**src/rtl/flash_stat_pkg.sv**
```systemverilog
package flash_stat_pkg;

    localparam int STAT_W  = 8;
    localparam int RSVD_W  = 3;

    typedef struct packed {
        logic              ready;
        logic              esusp;
        logic              efail;
        logic              pfail;
        logic              vppl;
        logic [RSVD_W-1:0] rsvd;
    } stat_t;

    typedef struct packed {
        logic start;
        logic done;
        logic susp;
        logic resume;
        logic efail;
        logic pfail;
        logic vppl;
        logic clr;
    } stat_ev_t;

    localparam stat_t STAT_RESET = '{ready: 1'b1, esusp: 1'b0, efail: 1'b0,
                                     pfail: 1'b0, vppl: 1'b0, rsvd: '0};

    // Engine-driven bits: start/done first, suspend/resume override.
    function automatic stat_t apply_engine(stat_t s, stat_ev_t e);
        stat_t n = s;
        if (e.start)       n.ready = 1'b0;
        else if (e.done)   n.ready = 1'b1;
        if (e.susp) begin
            n.esusp = 1'b1;
            n.ready = 1'b1;
        end else if (e.resume) begin
            n.esusp = 1'b0;
            n.ready = 1'b0;
        end
        return n;
    endfunction

    // Sticky error bits: clear first, fresh sets win.
    function automatic stat_t apply_sticky(stat_t s, stat_ev_t e);
        stat_t n = s;
        if (e.clr) begin
            n.efail = 1'b0;
            n.pfail = 1'b0;
            n.vppl  = 1'b0;
        end
        if (e.efail) n.efail = 1'b1;
        if (e.pfail) n.pfail = 1'b1;
        if (e.vppl)  n.vppl  = 1'b1;
        n.rsvd = '0;
        return n;
    endfunction

endpackage

```
**src/rtl/flash_stat_bits.sv**
```systemverilog
module flash_stat_bits
    import flash_stat_pkg::*;
(
    input  logic     clk,
    input  logic     rst,
    input  stat_ev_t ev,
    output stat_t    stat
);

    stat_t stat_q;

    always_ff @(posedge clk) begin
        if (rst) stat_q <= STAT_RESET;
        else     stat_q <= apply_sticky(apply_engine(stat_q, ev), ev);
    end

    assign stat = stat_q;

    a_r2_start_busy: assert property (@(posedge clk) disable iff (rst)
        (ev.start && !ev.susp) |=> !stat_q.ready);

    a_r3_suspend_ready: assert property (@(posedge clk) disable iff (rst)
        ev.susp |=> (stat_q.esusp && stat_q.ready));

    a_r3_resume_clears: assert property (@(posedge clk) disable iff (rst)
        (ev.resume && !ev.susp) |=> (!stat_q.esusp && !stat_q.ready));

    a_r4_efail_sticky: assert property (@(posedge clk) disable iff (rst)
        (stat_q.efail && !ev.clr) |=> stat_q.efail);

    a_r4_pfail_sticky: assert property (@(posedge clk) disable iff (rst)
        (stat_q.pfail && !ev.clr) |=> stat_q.pfail);

    a_r5_clear_errors: assert property (@(posedge clk) disable iff (rst)
        (ev.clr && !ev.efail && !ev.pfail && !ev.vppl)
            |=> (!stat_q.efail && !stat_q.pfail && !stat_q.vppl));

    a_r5_clear_keeps_engine: assert property (@(posedge clk) disable iff (rst)
        (ev.clr && !ev.start && !ev.done && !ev.susp && !ev.resume)
            |=> ($stable(stat_q.ready) && $stable(stat_q.esusp)));

    a_r6_reserved_zero: assert property (@(posedge clk) disable iff (rst)
        1'b1 |=> (stat_q.rsvd == '0));

endmodule

```
**src/rtl/flash_stat_snap.sv**
```systemverilog
module flash_stat_snap
    import flash_stat_pkg::*;
(
    input  logic  clk,
    input  logic  rst,
    input  logic  cs_n,
    input  logic  rd_n,
    input  stat_t live,
    output stat_t snap
);

    logic  rd_act;
    logic  rd_act_q;
    stat_t snap_q;

    assign rd_act = !cs_n && !rd_n;

    always_ff @(posedge clk) begin
        if (rst) begin
            rd_act_q <= 1'b0;
            snap_q   <= STAT_RESET;
        end else begin
            rd_act_q <= rd_act;
            if (!rd_act_q) snap_q <= live;
        end
    end

    assign snap = snap_q;

    a_r8_hold_in_access: assert property (@(posedge clk) disable iff (rst)
        (rd_act && rd_act_q) |=> $stable(snap_q));

    a_r7_track_idle: assert property (@(posedge clk) disable iff (rst)
        !rd_act_q |=> (snap_q == $past(live)));

endmodule

```
**src/rtl/flash_stat_reg.sv**
```systemverilog
module flash_stat_reg
    import flash_stat_pkg::*;
(
    input  logic              clk,
    input  logic              rst,
    input  logic              eng_start,
    input  logic              eng_done,
    input  logic              susp_ack,
    input  logic              resume,
    input  logic              erase_fail,
    input  logic              prog_fail,
    input  logic              vpp_low,
    input  logic              clr_cmd,
    input  logic              cs_n,
    input  logic              rd_n,
    output logic [STAT_W-1:0] stat_live,
    output logic [STAT_W-1:0] stat_rd
);

    stat_ev_t ev;
    stat_t    live_s;
    stat_t    snap_s;

    assign ev = '{start: eng_start, done: eng_done, susp: susp_ack,
                  resume: resume, efail: erase_fail, pfail: prog_fail,
                  vppl: vpp_low, clr: clr_cmd};

    flash_stat_bits u_bits (
        .clk  (clk),
        .rst  (rst),
        .ev   (ev),
        .stat (live_s)
    );

    flash_stat_snap u_snap (
        .clk  (clk),
        .rst  (rst),
        .cs_n (cs_n),
        .rd_n (rd_n),
        .live (live_s),
        .snap (snap_s)
    );

    assign stat_live = live_s;
    assign stat_rd   = snap_s;

    a_r1_reset_word: assert property (@(posedge clk)
        rst |=> (stat_live == 8'h80 && stat_rd == 8'h80));

endmodule

```
**config.mk**
```make
export PLATFORM = sky130hd
export DESIGN_NAME = flash_stat_reg
export DESIGN_NICKNAME = d
export VERILOG_FILES = /design/src/rtl/flash_stat_pkg.sv /design/src/rtl/flash_stat_bits.sv /design/src/rtl/flash_stat_snap.sv /design/src/rtl/flash_stat_reg.sv
export SDC_FILE = /design/constraint.sdc
export NUM_CORES = 1
export LEC_CHECK = 0
export BUFFER_PORTS_ARGS = -buffer_cell sky130_fd_sc_hd__buf_2
export CORE_AREA = 3 3 40 42
export CTS_BUF_LIST = sky130_fd_sc_hd__clkbuf_4
export CTS_CLUSTER_SIZE = 16
export DETAILED_ROUTE_END_ITERATION = 12
export DIE_AREA = 0 0 43 45
export HOLD_SLACK_MARGIN = 0.08
export PLACE_DENSITY = 0.67
export SLEW_MARGIN = 5
export SYNTH_ARGS = -nofsm -noshare
export SYNTH_HDL_FRONTEND = slang
export SYNTH_SLANG_ARGS = --single-unit
```
**constraint.sdc**
```tcl
create_clock -name clk -period 0.8 [get_ports clk]
set_input_delay 0.08 -clock clk [delete_from_list [all_inputs] [get_ports clk]]
set_output_delay 0.08 -clock clk [all_outputs]
set_load 0.03 [all_outputs]
```
==> run_results.csv <==
group,metric,value,unit
cells_and_area,fin_area,759,sq um
global_routing,grt_util_all_layers,0.139,
sta,setup_ws,-0.0339,ns
sta,rsz0062_at_grt,"yes",
sta,fmax,1.20,GHz
cells_and_area,num_antenna_cells,0,
synth,yosysWarnings,0,
cells_and_area,multi_input_area,169,sq um
worst_setup_path,cp_cell_sequence,"buf_6",
detailed_routing,vias,405,
cells_and_area,layout_common_cells,"10 x buf_2, 10 x buf_6, 9 x dfxtp_2, 8 x dlygate4sd3_1",
clock_tree,cts.sinks,11,
clock_tree,clock_path_buffers,2,
worst_setup_path,worstSetupStartpointType,"register",
floorplan,core,1280,sq um
worst_setup_path,worstSetupStartpoint,"u_bits.stat[5]$_SDFFE_PP0P_",
place,numPortBuffers,21,
floorplan,initial_core_util,0.339,
worst_hold_path,hold_path_class,"in -> reg",
clock_tree,cts_buffers,3,
clock_tree,cts_tree,"yes",
synth,synth-seq-cells,11,
worst_setup_path,crit_type,"reg -> out",
detailed_routing,routed_wirelength,1.12,mm
job,maxCapViolCount,0,
detailed_routing,drtIter0Drc,6,
global_routing,grt_start_max_net_pins,12,
floorplan,io_pins,28,
sta,fin_crit_sh,1.04,
synth,yosys.cell_types.count,14,
floorplan,die_w,43,um
worst_setup_path,critPathCaptureType,"output port",
place,placed_cells,79,
floorplan,num_rows,13,
place,placed_area,520,sq um
sta,period_needed,0.834,ns
global_routing,grt_pass1_vias,440,
worst_setup_path,crit_buf_inv,1,
detailed_routing,vias_per_cell,4.22,
global_routing,grt_pass1_wl,1.90,mm
clock_tree,clkTransAtPathRegs,0.07,ns
sta,whs,0.0908,ns
sta,tns,-0.106,ns
global_routing,antenna_found_initial,0,
place,gp_congestion,0.706,
power,p_total,1.32,mW
synth,synth_area,435,sq um
worst_hold_path,min-delay-start,"eng_done",
worst_setup_path,critPathSlowestCell,"dfxtp_2",
synth,synth_seq_area_share,0.506,
detailed_routing,wl_per_cell,11.7,um
sta,slew_viol_final,0,
worst_setup_path,max_stage_delay,0.35,ns
outcome,status,"finished with violations",
worst_setup_path,arrival,0.75,ns
worst_setup_path,r2r_start,"u_bits.stat[7]$_SDFFE_PP1P_",
cells_and_area,ff_latch_area,239,sq um
clock_tree,htreeDepth,1,
place,dp_hpwl,678,um
outcome,violations,"negative setup slack",
floorplan,dieArea,1940,sq um
cells_and_area,layout.cells.non_filler,96,
detailed_routing,drc,0,
floorplan,die_h,45,um
global_routing,overflow,0,
cells_and_area,layout.nets,94,
detailed_routing,first_pass_iters,2,
power,cellLeakagePower,0.360,nW
power,p_per_area,1730,nW/um^2
worst_setup_path,cp_top_family,"flip-flops",
cells_and_area,syn_to_final_growth,74.4,%
cells_and_area,layout-drive-gt1-share,0.543,
cells_and_area,nFillCells,107,
sta,finalSetupViolCount,9,
clock_tree,root_buffer,"clkbuf_4",
synth,syn_inst,46,
sta,hold_violations,0,
worst_setup_path,cp_max_fo,2,
place,post-place-ws,-0.0755,ns
power,peakVddDrop,1310,uV
sta,clock_skew,0.000668,ns
worst_setup_path,critical_path_required,0.72,ns
clock_tree,clock_latency,0.26,ns
detailed_routing,ant_nets,0,
cells_and_area,fin_util,0.591,
synth,avgSynthCellArea,9.47,sq um
[worst paths after layout]
check / endpoint / cells after the start / slack [ns]
setup / recovery: stat_live[5] / 1 / -0.03
hold / removal: u_bits.stat[7]$_SDFFE_PP1P_ / 3 / 0.09
setup reg to reg: u_snap.snap[7]$_SDFFE_PP1N_ / 2 / 0.01
hold reg to reg: u_snap.snap[7]$_SDFFE_PP1N_ / 1 / 0.47
[layer usage]
metal / GRT usage / part of all wire
met1: 0.137 / 0.36
met2: 0.254 / 0.57
met3: 0.0558 / 0.058
met4: 0.0663 / 0.011
met5: 0 / 0
[cells in the mapped netlist]
library cell   n  area [sq um]
o31ai_1        1          7.51
inv_1          4          15.0
buf_2          1          5.00
nor2_1         6          22.5
conb_1         1          3.75
buf_6          1          11.3
a21oi_1        4          20.0
nor2b_1        1          6.26
buf_4          6          45.0
dfxtp_1       11           220
nor3_1         1          5.00
mux2i_1        4          40.0
a211o_1        1          8.76
nand2b_1       4          25.0
[kinds of logic (layout without fill, tap and decap cells)]
logic type | count (synthesis) | in the layout | synth area share
mux | 4 | 4 | 0.0920
buf+inv | 12 | 42 | 0.175
simple gates | 12 | 12 | 0.135
compound gates | 6 | 6 | 0.0833
other cells | 1 | 6 | 0.00861
flops | 11 | 11 | 0.506
[power breakdown]
group	switching (mW)	total (mW)	internal, mW
clock	0.178	0.404	0.227
combinational	0.159	0.303	0.144
sequential	0.0275	0.609	0.582
[what timing repair did]
action	4_1_cts	5_1_grt
resized for setup	30	4
pin swaps	0	1
hold buffers	8	0
cloned	0	0
endpoints found under the hold margin	6	0
setup endpoints to repair	15	19
buffers inserted	4	2
[sequential cells by signal, indices dropped and copies added, names as in the netlist]
name             cells
u_bits.stat          5
u_snap.rd_act_q      1
u_snap.snap          5
[cell type report]
cell class                 count  area share
multi-input combinational     28       0.222
clock buffer                   4      0.0395
tap                           15      0.0247
inverter                       4      0.0198
timing repair buffer          34       0.379
sequential                    11       0.315
No activity file was read; power rests on OpenSTA's default activity.
